## config.mk

```make
export PLATFORM = sky130hd
export DESIGN_NAME = zt_burst_sram
export DESIGN_NICKNAME = d
export VERILOG_FILES = /design/src/rtl/zt_pkg.sv /design/src/rtl/zt_ctrl.sv /design/src/rtl/zt_datapath.sv /design/src/rtl/zt_burst_sram.sv
export SDC_FILE = /design/constraint.sdc
export NUM_CORES = 1
export LEC_CHECK = 0
export BUFFER_PORTS_ARGS = -buffer_cell sky130_fd_sc_hd__buf_2
export CORE_MARGIN = 1
export CORE_UTILIZATION = 32
export CTS_CLUSTER_DIAMETER = 60
export DETAILED_ROUTE_END_ITERATION = 6
export PLACE_DENSITY = 0.47
export SYNTH_ARGS = -nofsm -noshare
export SYNTH_HDL_FRONTEND = slang
export SYNTH_SLANG_ARGS = --single-unit
```

## constraint.sdc

```tcl
create_clock -name clk -period 5.2 [get_ports clk]
set_input_delay 0.26 -clock clk [delete_from_list [all_inputs] [get_ports clk]]
set_output_delay 0.26 -clock clk [all_outputs]
set_load 0.005 [all_outputs]
```

## src/rtl/zt_pkg.sv

```systemverilog
package zt_pkg;
  localparam int LANE_W    = 9;
  localparam int NUM_LANES = 2;
  localparam int WORD_W    = LANE_W * NUM_LANES;

  // Command held in each pipeline stage
  typedef struct packed {
    logic                 valid;
    logic                 write;
    logic [NUM_LANES-1:0] lanes;
  } zt_cmd_t;

  // Strobes from control to datapath for the beat at the current edge
  typedef struct packed {
    logic                 step;
    logic                 wrBeat;
    logic                 rdBeat;
    logic [NUM_LANES-1:0] laneWr;
  } zt_strobe_t;
endpackage

```

## src/rtl/zt_ctrl.sv

```systemverilog
module zt_ctrl
  import zt_pkg::*;
#(
  parameter int ADDR_W = 18
) (
  input  logic                 clk,
  input  logic                 rstN,
  input  logic                 clkEnN,
  input  logic                 chipEnN0,
  input  logic                 chipEn1,
  input  logic                 chipEnN2,
  input  logic                 advLoad,
  input  logic                 rdWrN,
  input  logic                 burstInterleave,
  input  logic [NUM_LANES-1:0] laneWrEnN,
  input  logic [ADDR_W-1:0]    addr,
  output zt_strobe_t           stb,
  output logic [ADDR_W-1:0]    beatAddr
);
  localparam int CNT_W = 2;

  logic step, selected;
  assign step     = !clkEnN;
  assign selected = !chipEnN0 && chipEn1 && !chipEnN2;

  // Burst state
  logic              burstAct, burstDir;
  logic [ADDR_W-1:0] baseAddr;
  logic [CNT_W-1:0]  burstCnt;

  // Pipeline stages
  zt_cmd_t           p1Cmd, p2Cmd;
  logic [ADDR_W-1:0] p1Addr, p2Addr;

  // Next-state
  zt_cmd_t           nCmd;
  logic [ADDR_W-1:0] nAddr, nBase;
  logic              nAct, nDir;
  logic [CNT_W-1:0]  nCnt, cntInc, lowBits;

  assign cntInc  = burstCnt + 2'd1;
  assign lowBits = burstInterleave ? (baseAddr[CNT_W-1:0] ^ cntInc)
                                   : (baseAddr[CNT_W-1:0] + cntInc);

  always_comb begin
    nCmd  = '0;
    nAddr = baseAddr;
    nBase = baseAddr;
    nAct  = burstAct;
    nDir  = burstDir;
    nCnt  = burstCnt;
    if (!advLoad) begin
      if (selected) begin
        nCmd.valid = 1'b1;
        nCmd.write = !rdWrN;
        nCmd.lanes = ~laneWrEnN;
        nAddr      = addr;
        nBase      = addr;
        nCnt       = '0;
        nAct       = 1'b1;
        nDir       = !rdWrN;
      end else begin
        nAct = 1'b0;
      end
    end else if (burstAct) begin
      nCmd.valid = 1'b1;
      nCmd.write = burstDir;
      nCmd.lanes = ~laneWrEnN;
      nCnt       = cntInc;
      nAddr      = {baseAddr[ADDR_W-1:CNT_W], lowBits};
    end
  end

  always_ff @(posedge clk or negedge rstN) begin
    if (!rstN) begin
      burstAct <= 1'b0;
      burstDir <= 1'b0;
      baseAddr <= '0;
      burstCnt <= '0;
      p1Cmd    <= '0;
      p2Cmd    <= '0;
      p1Addr   <= '0;
      p2Addr   <= '0;
    end else if (step) begin
      burstAct <= nAct;
      burstDir <= nDir;
      baseAddr <= nBase;
      burstCnt <= nCnt;
      p1Cmd    <= nCmd;
      p1Addr   <= nAddr;
      p2Cmd    <= p1Cmd;
      p2Addr   <= p1Addr;
    end
  end

  always_comb begin
    stb.step   = step;
    stb.wrBeat = p2Cmd.valid && p2Cmd.write;
    stb.rdBeat = p2Cmd.valid && !p2Cmd.write;
    stb.laneWr = p2Cmd.lanes;
  end
  assign beatAddr = p2Addr;

  // an unselected load starts nothing
  a_r4_no_start_unselected: assert property (@(posedge clk) disable iff (!rstN)
    step && !advLoad && !selected |=> !p1Cmd.valid);

  // advance in an open burst keeps the loaded direction
  a_r6_adv_keeps_dir: assert property (@(posedge clk) disable iff (!rstN)
    step && advLoad && burstAct |=> p1Cmd.valid && (p1Cmd.write == $past(burstDir)));

  // advance with no open burst is a deselect
  a_r6_adv_idle_deselect: assert property (@(posedge clk) disable iff (!rstN)
    step && advLoad && !burstAct |=> !p1Cmd.valid);

  // upper address bits fixed within a burst
  a_r8_upper_fixed: assert property (@(posedge clk) disable iff (!rstN)
    step && advLoad && burstAct |=> p1Addr[ADDR_W-1:CNT_W] == $past(baseAddr[ADDR_W-1:CNT_W]));

  // stall freezes the pipeline
  a_r3_pipe_hold: assert property (@(posedge clk) disable iff (!rstN)
    !step |=> $stable(p1Cmd) && $stable(p2Cmd) && $stable(p1Addr) && $stable(burstCnt));
endmodule

```

## src/rtl/zt_datapath.sv

```systemverilog
module zt_datapath
  import zt_pkg::*;
#(
  parameter int MEM_AW = 6
) (
  input  logic              clk,
  input  logic              rstN,
  input  zt_strobe_t        stb,
  input  logic [MEM_AW-1:0] beatAddr,
  input  logic [WORD_W-1:0] dataIn,
  output logic [WORD_W-1:0] rdData,
  output logic              rdDrive
);
  localparam int DEPTH = 1 << MEM_AW;

  logic [WORD_W-1:0] rdWord;

  for (genvar g = 0; g < NUM_LANES; g++) begin : gLane
    logic [LANE_W-1:0] laneMem [DEPTH];
    always_ff @(posedge clk) begin
      if (stb.step && stb.wrBeat && stb.laneWr[g])
        laneMem[beatAddr] <= dataIn[g*LANE_W +: LANE_W];
    end
    assign rdWord[g*LANE_W +: LANE_W] = laneMem[beatAddr];
  end

  always_ff @(posedge clk or negedge rstN) begin
    if (!rstN) begin
      rdDrive <= 1'b0;
      rdData  <= '0;
    end else if (stb.step) begin
      rdDrive <= stb.rdBeat;
      if (stb.rdBeat) rdData <= rdWord;
    end
  end

  // a read beat drives the bus after the edge
  a_r1_read_drives: assert property (@(posedge clk) disable iff (!rstN)
    stb.step && stb.rdBeat |=> rdDrive);

  // a write or empty beat releases the bus
  a_r5_release: assert property (@(posedge clk) disable iff (!rstN)
    stb.step && !stb.rdBeat |=> !rdDrive);

  // stall holds the output register
  a_r3_out_hold: assert property (@(posedge clk) disable iff (!rstN)
    !stb.step |=> $stable(rdData) && $stable(rdDrive));
endmodule

```

## src/rtl/zt_burst_sram.sv

```systemverilog
module zt_burst_sram
  import zt_pkg::*;
#(
  parameter int ADDR_W = 18,
  parameter int MEM_AW = 6
) (
  input  logic                 clk,
  input  logic                 rstN,
  input  logic                 clkEnN,
  input  logic                 chipEnN0,
  input  logic                 chipEn1,
  input  logic                 chipEnN2,
  input  logic                 advLoad,
  input  logic                 rdWrN,
  input  logic                 burstInterleave,
  input  logic [NUM_LANES-1:0] laneWrEnN,
  input  logic [ADDR_W-1:0]    addr,
  input  logic [WORD_W-1:0]    dataIn,
  input  logic                 outEnN,
  output logic [WORD_W-1:0]    dataOut,
  output logic                 dataOutEn
);
  zt_strobe_t        stb;
  logic [ADDR_W-1:0] beatAddr;
  logic              rdDrive;
  logic              unusedAddrHi;

  assign unusedAddrHi = ^beatAddr[ADDR_W-1:MEM_AW];

  zt_ctrl #(.ADDR_W(ADDR_W)) u_ctrl (
    .clk(clk), .rstN(rstN), .clkEnN(clkEnN),
    .chipEnN0(chipEnN0), .chipEn1(chipEn1), .chipEnN2(chipEnN2),
    .advLoad(advLoad), .rdWrN(rdWrN), .burstInterleave(burstInterleave),
    .laneWrEnN(laneWrEnN), .addr(addr), .stb(stb), .beatAddr(beatAddr)
  );

  zt_datapath #(.MEM_AW(MEM_AW)) u_dp (
    .clk(clk), .rstN(rstN), .stb(stb), .beatAddr(beatAddr[MEM_AW-1:0]),
    .dataIn(dataIn), .rdData(dataOut), .rdDrive(rdDrive)
  );

  assign dataOutEn = rdDrive && !outEnN;

  // nothing driven in reset
  always_comb begin
    if (!rstN) a_r11_reset_quiet: assert (!rdDrive);
  end
endmodule

```

==> key figures <==
Timing
  – Post-route minimum period: 3.96 ns
  – Max frequency: 252 MHz
  – Setup Viol. Count Final: 0
  – Setup TNS: 0 ns
  – Clock Skew: 0.0299 ns
  – Hold Vio Cnt, Final: 0
  – Final Cycle Share: 0.762
  – Max Slew Vio Count: 0
  – Max-slew headroom: 0.135
  – Measured slew at the worst slew-check pin: 1.29 ns
  – Unrepaired setup endpoints after global routing: no
  – Setup ws final: 1.24 ns

GRT
  – Grt ovf: 0
  – First-pass GRT wire length: 206,000 um
  – Pin count of the biggest net entering global routing: 65
  – Vias in the first global route: 26,500
  – Initial antenna violation count: 3
  – Total GRT Usage: 0.199

Detailed routing
  – DRC: 0
  – Wire per inst: 30.9 um
  – Iteration-0 DRC Markers: 2,785
  – Post-Route WL: 148,000 um
  – Vias: 26,500
  – Via/cell ratio: 5.53
  – DRT Pass-1 Iters: 6
  – Final ANT Viol Nets: 0

Clocking
  – Clock buffer depth: 3
  – Post_cts resized: 0
  – CTS H-Tree Depth: 4
  – Worst-path clk slew: 0.06 ns
  – Root Buffer: clkbuf_16
  – CTS tree: yes
  – TritonCTS Sinks: 1,201
  – Skew-Pair Late Insertion Delay: 0.77 ns
  – CTS Buf Count: 132

Floorplanning
  – Die Span X: 385 um
  – Die Y: 385 um
  – # rows: 140
  – IO Count: 67
  – Die area: 148,000 um^2
  – CORE AREA: 146,000 um^2
  – Starting density of the core: 0.322

Power
  – LEAKAGE: 17.0 nW
  – Maximum VDD drop: 0.357 mV
  – Power Density: 451 nW/um^2

Logic synthesis
  – Compound-Gate Fraction of Synth Area: 0.0833
  – Cell variety after synth: 73
  – Netlist Area Pre-Place: 46,900 um^2
  – Yosys warnings: 0
  – Post-synth top flop: edfxtp_1
  – Post-synthesis sequential area ratio: 0.763
  – Syn nets: 2,694
  – Top post-synthesis cells by area: edfxtp_1 (74%), mux2i_1 (3.4%), mux4_2 (3.4%)
  – Mux cell area share after synthesis: 0.0971
  – Synthesized area per cell: 17.7 um^2
  – Post-synth ARST share: 0.0408
  – Largest family of logic cells by synthesized area: multiplexers
  – Post-synthesis adder-cell area fraction: 0.000267
  – Most frequent cell after synthesis: edfxtp_1
  – Post-synth EDFFs: 1,152
  – Share of the synthesized area in the top cell type: 0.737
  – FF+latch count, synth: 1,201
  – Fraction of the mapped netlist area in simple logic gates: 0.0344
  – Post-synth top area cell: edfxtp_1
  – Top cells by count, synth: edfxtp_1 (1,152), nor2_1 (192), mux2i_1 (159)
  – Gate Count Post-Synth: 2,645
  – XOR/XNOR Fraction of Synth Area: 0.000560

Layout
  – Fin util: 0.371
  – Nets@finish: 2,831
  – Design area: 54,000 um^2
  – Fillers: 13,400
  – Reg area: 35,800 um^2
  – Area grow syn2layout: 15.1%
  – Layout cells sized above 1: 0.193
  – Area of the multi-input gates: 10,200 um^2

Critical path
  – WS Path Type: reg2reg
  – Req. time, crit path: 5.81 ns
  – Crit path arrival time: 4.58 ns
  – Max Fanout on Critical Path: 49
  – Worst setup SP type: flip-flop
  – CP endpoint kind: flip-flop

Worst hold path
  – Hold Path Class: in2reg

Placement
  – DP Worst Slack: 1.31 ns
  – Final HPWL DP: 88,000 um
  – Global placement routability congestion: 0.817
  – Placed cell area: 49,600 um^2
  – Port bufs: 54

Run
  – Max-cap check violation count: 0

Run status
  – Status: finished, final reports clean
-- metrics by stage --
step / hold WS [ns] / total power [mW] / std cells
after global routing: 0.0752 / 25.1 / 4800
after floorplan: -0.0356 / 13.3 / 2645
after CTS: 0.00264 / 24.5 / 4800
after global placement: 0.472 / 15.3 / 4547
final: 0.0500 / 24.4 / 4801
after detailed placement: 0.474 / 15.3 / 4547
-- routing by layer --
metal  vias to the layer above  part of all wire  GRT usage
met5                         -          0.000088          0
li1                      11100                 -          -
met2                      1204              0.48      0.323
met1                     14100              0.41      0.265
met3                       223             0.080     0.0461
met4                         2             0.027     0.0573
-- final cells by class --
cell class	count	share of cell area
flip-flops and latches	1201	0.663
multi-input cells	1259	0.189
clock buffers	162	0.0653
well taps	1917	0.0444
repair buffers	181	0.0246
clock inverters	73	0.0133
inverters	7	0.000509
diodes	1	0.0000463
-- worst max-delay path: stages, from the launching register on --
cell and delay [ns]:
dfrtp_4 0.89, buf_4 0.74, mux4_1 0.40, mux2i_1 0.55, o22ai_1 0.14, a2111oi_0 0.82
a31oi_1 0.17
-- cell usage in the layout, fill, tap and decap left out, types with 54 or more instances in the layout --
master,netlist,layout
buf_4,30,104
nor2_1,192,191
mux4_2,70,70
clkbuf_16,0,135
mux2i_1,159,159
nand2_1,103,101
a21oi_1,83,83
edfxtp_1,1152,1152
a22oi_1,98,98
mux2_2,106,106
buf_2,63,54
o21ai_0,63,63
a221oi_1,105,105
-- state kept, by name, summed over array words and instances, names as in the netlist --
signal / flops
u_ctrl.baseAddr: 6
u_ctrl.p1Addr: 6
u_ctrl.stb: 2
u_ctrl.burstDir: 1
u_ctrl.beatAddr: 6
u_ctrl.burstCnt: 2
u_ctrl.burstAct: 1
u_dp.rdDrive: 1
u_dp.gLane.laneMem: 1152
u_ctrl.p2Cmd: 2
u_dp.rdData: 18
u_ctrl.p1Cmd: 4
-- worst paths after layout --
path | startpoint | to | slack (ns) | depth (start not counted)
min | chipEnN0 | u_ctrl.baseAddr[3] | 0.05 | 6
max | u_ctrl.beatAddr[1] | u_dp.rdData[5] | 1.24 | 6
min in group asynchronous | rstN | u_ctrl.baseAddr[0] | 0.22 | 3
min reg2reg | u_ctrl.baseAddr[4] | u_ctrl.baseAddr[4] | 0.49 | 2
max reg2reg | u_ctrl.beatAddr[1] | u_dp.rdData[5] | 1.24 | 6
max in group asynchronous | rstN | u_ctrl.beatAddr[1] | 4.32 | 3
-- power breakdown --
| group | internal [mW] | switching [mW] |
|---|---|---|
| Combinational | 1.35 | 2.79 |
| Sequential | 10.7 | 0.279 |
| Clock | 5.39 | 3.86 |
-- cell families after synthesis --
| kind of cell | count (synthesis) |
|---|---|
| DFF | 1201 |
| xor gates and xnor gates | 3 |
| and+or+nand+nor | 376 |
| AOI/OAI and AO/OA | 536 |
| adders and majority gates | 1 |
| muxes | 343 |
| buffers and inverters | 185 |
-- what timing repair did --
action                                  4_1_cts  5_1_grt
setup buffers                                 0        0
hold endpoints to repair                     71        0
endpoints found under the setup margin        0        0
hold buffers                                 18        0
Note: power is estimated with default switching activity, not from simulation.
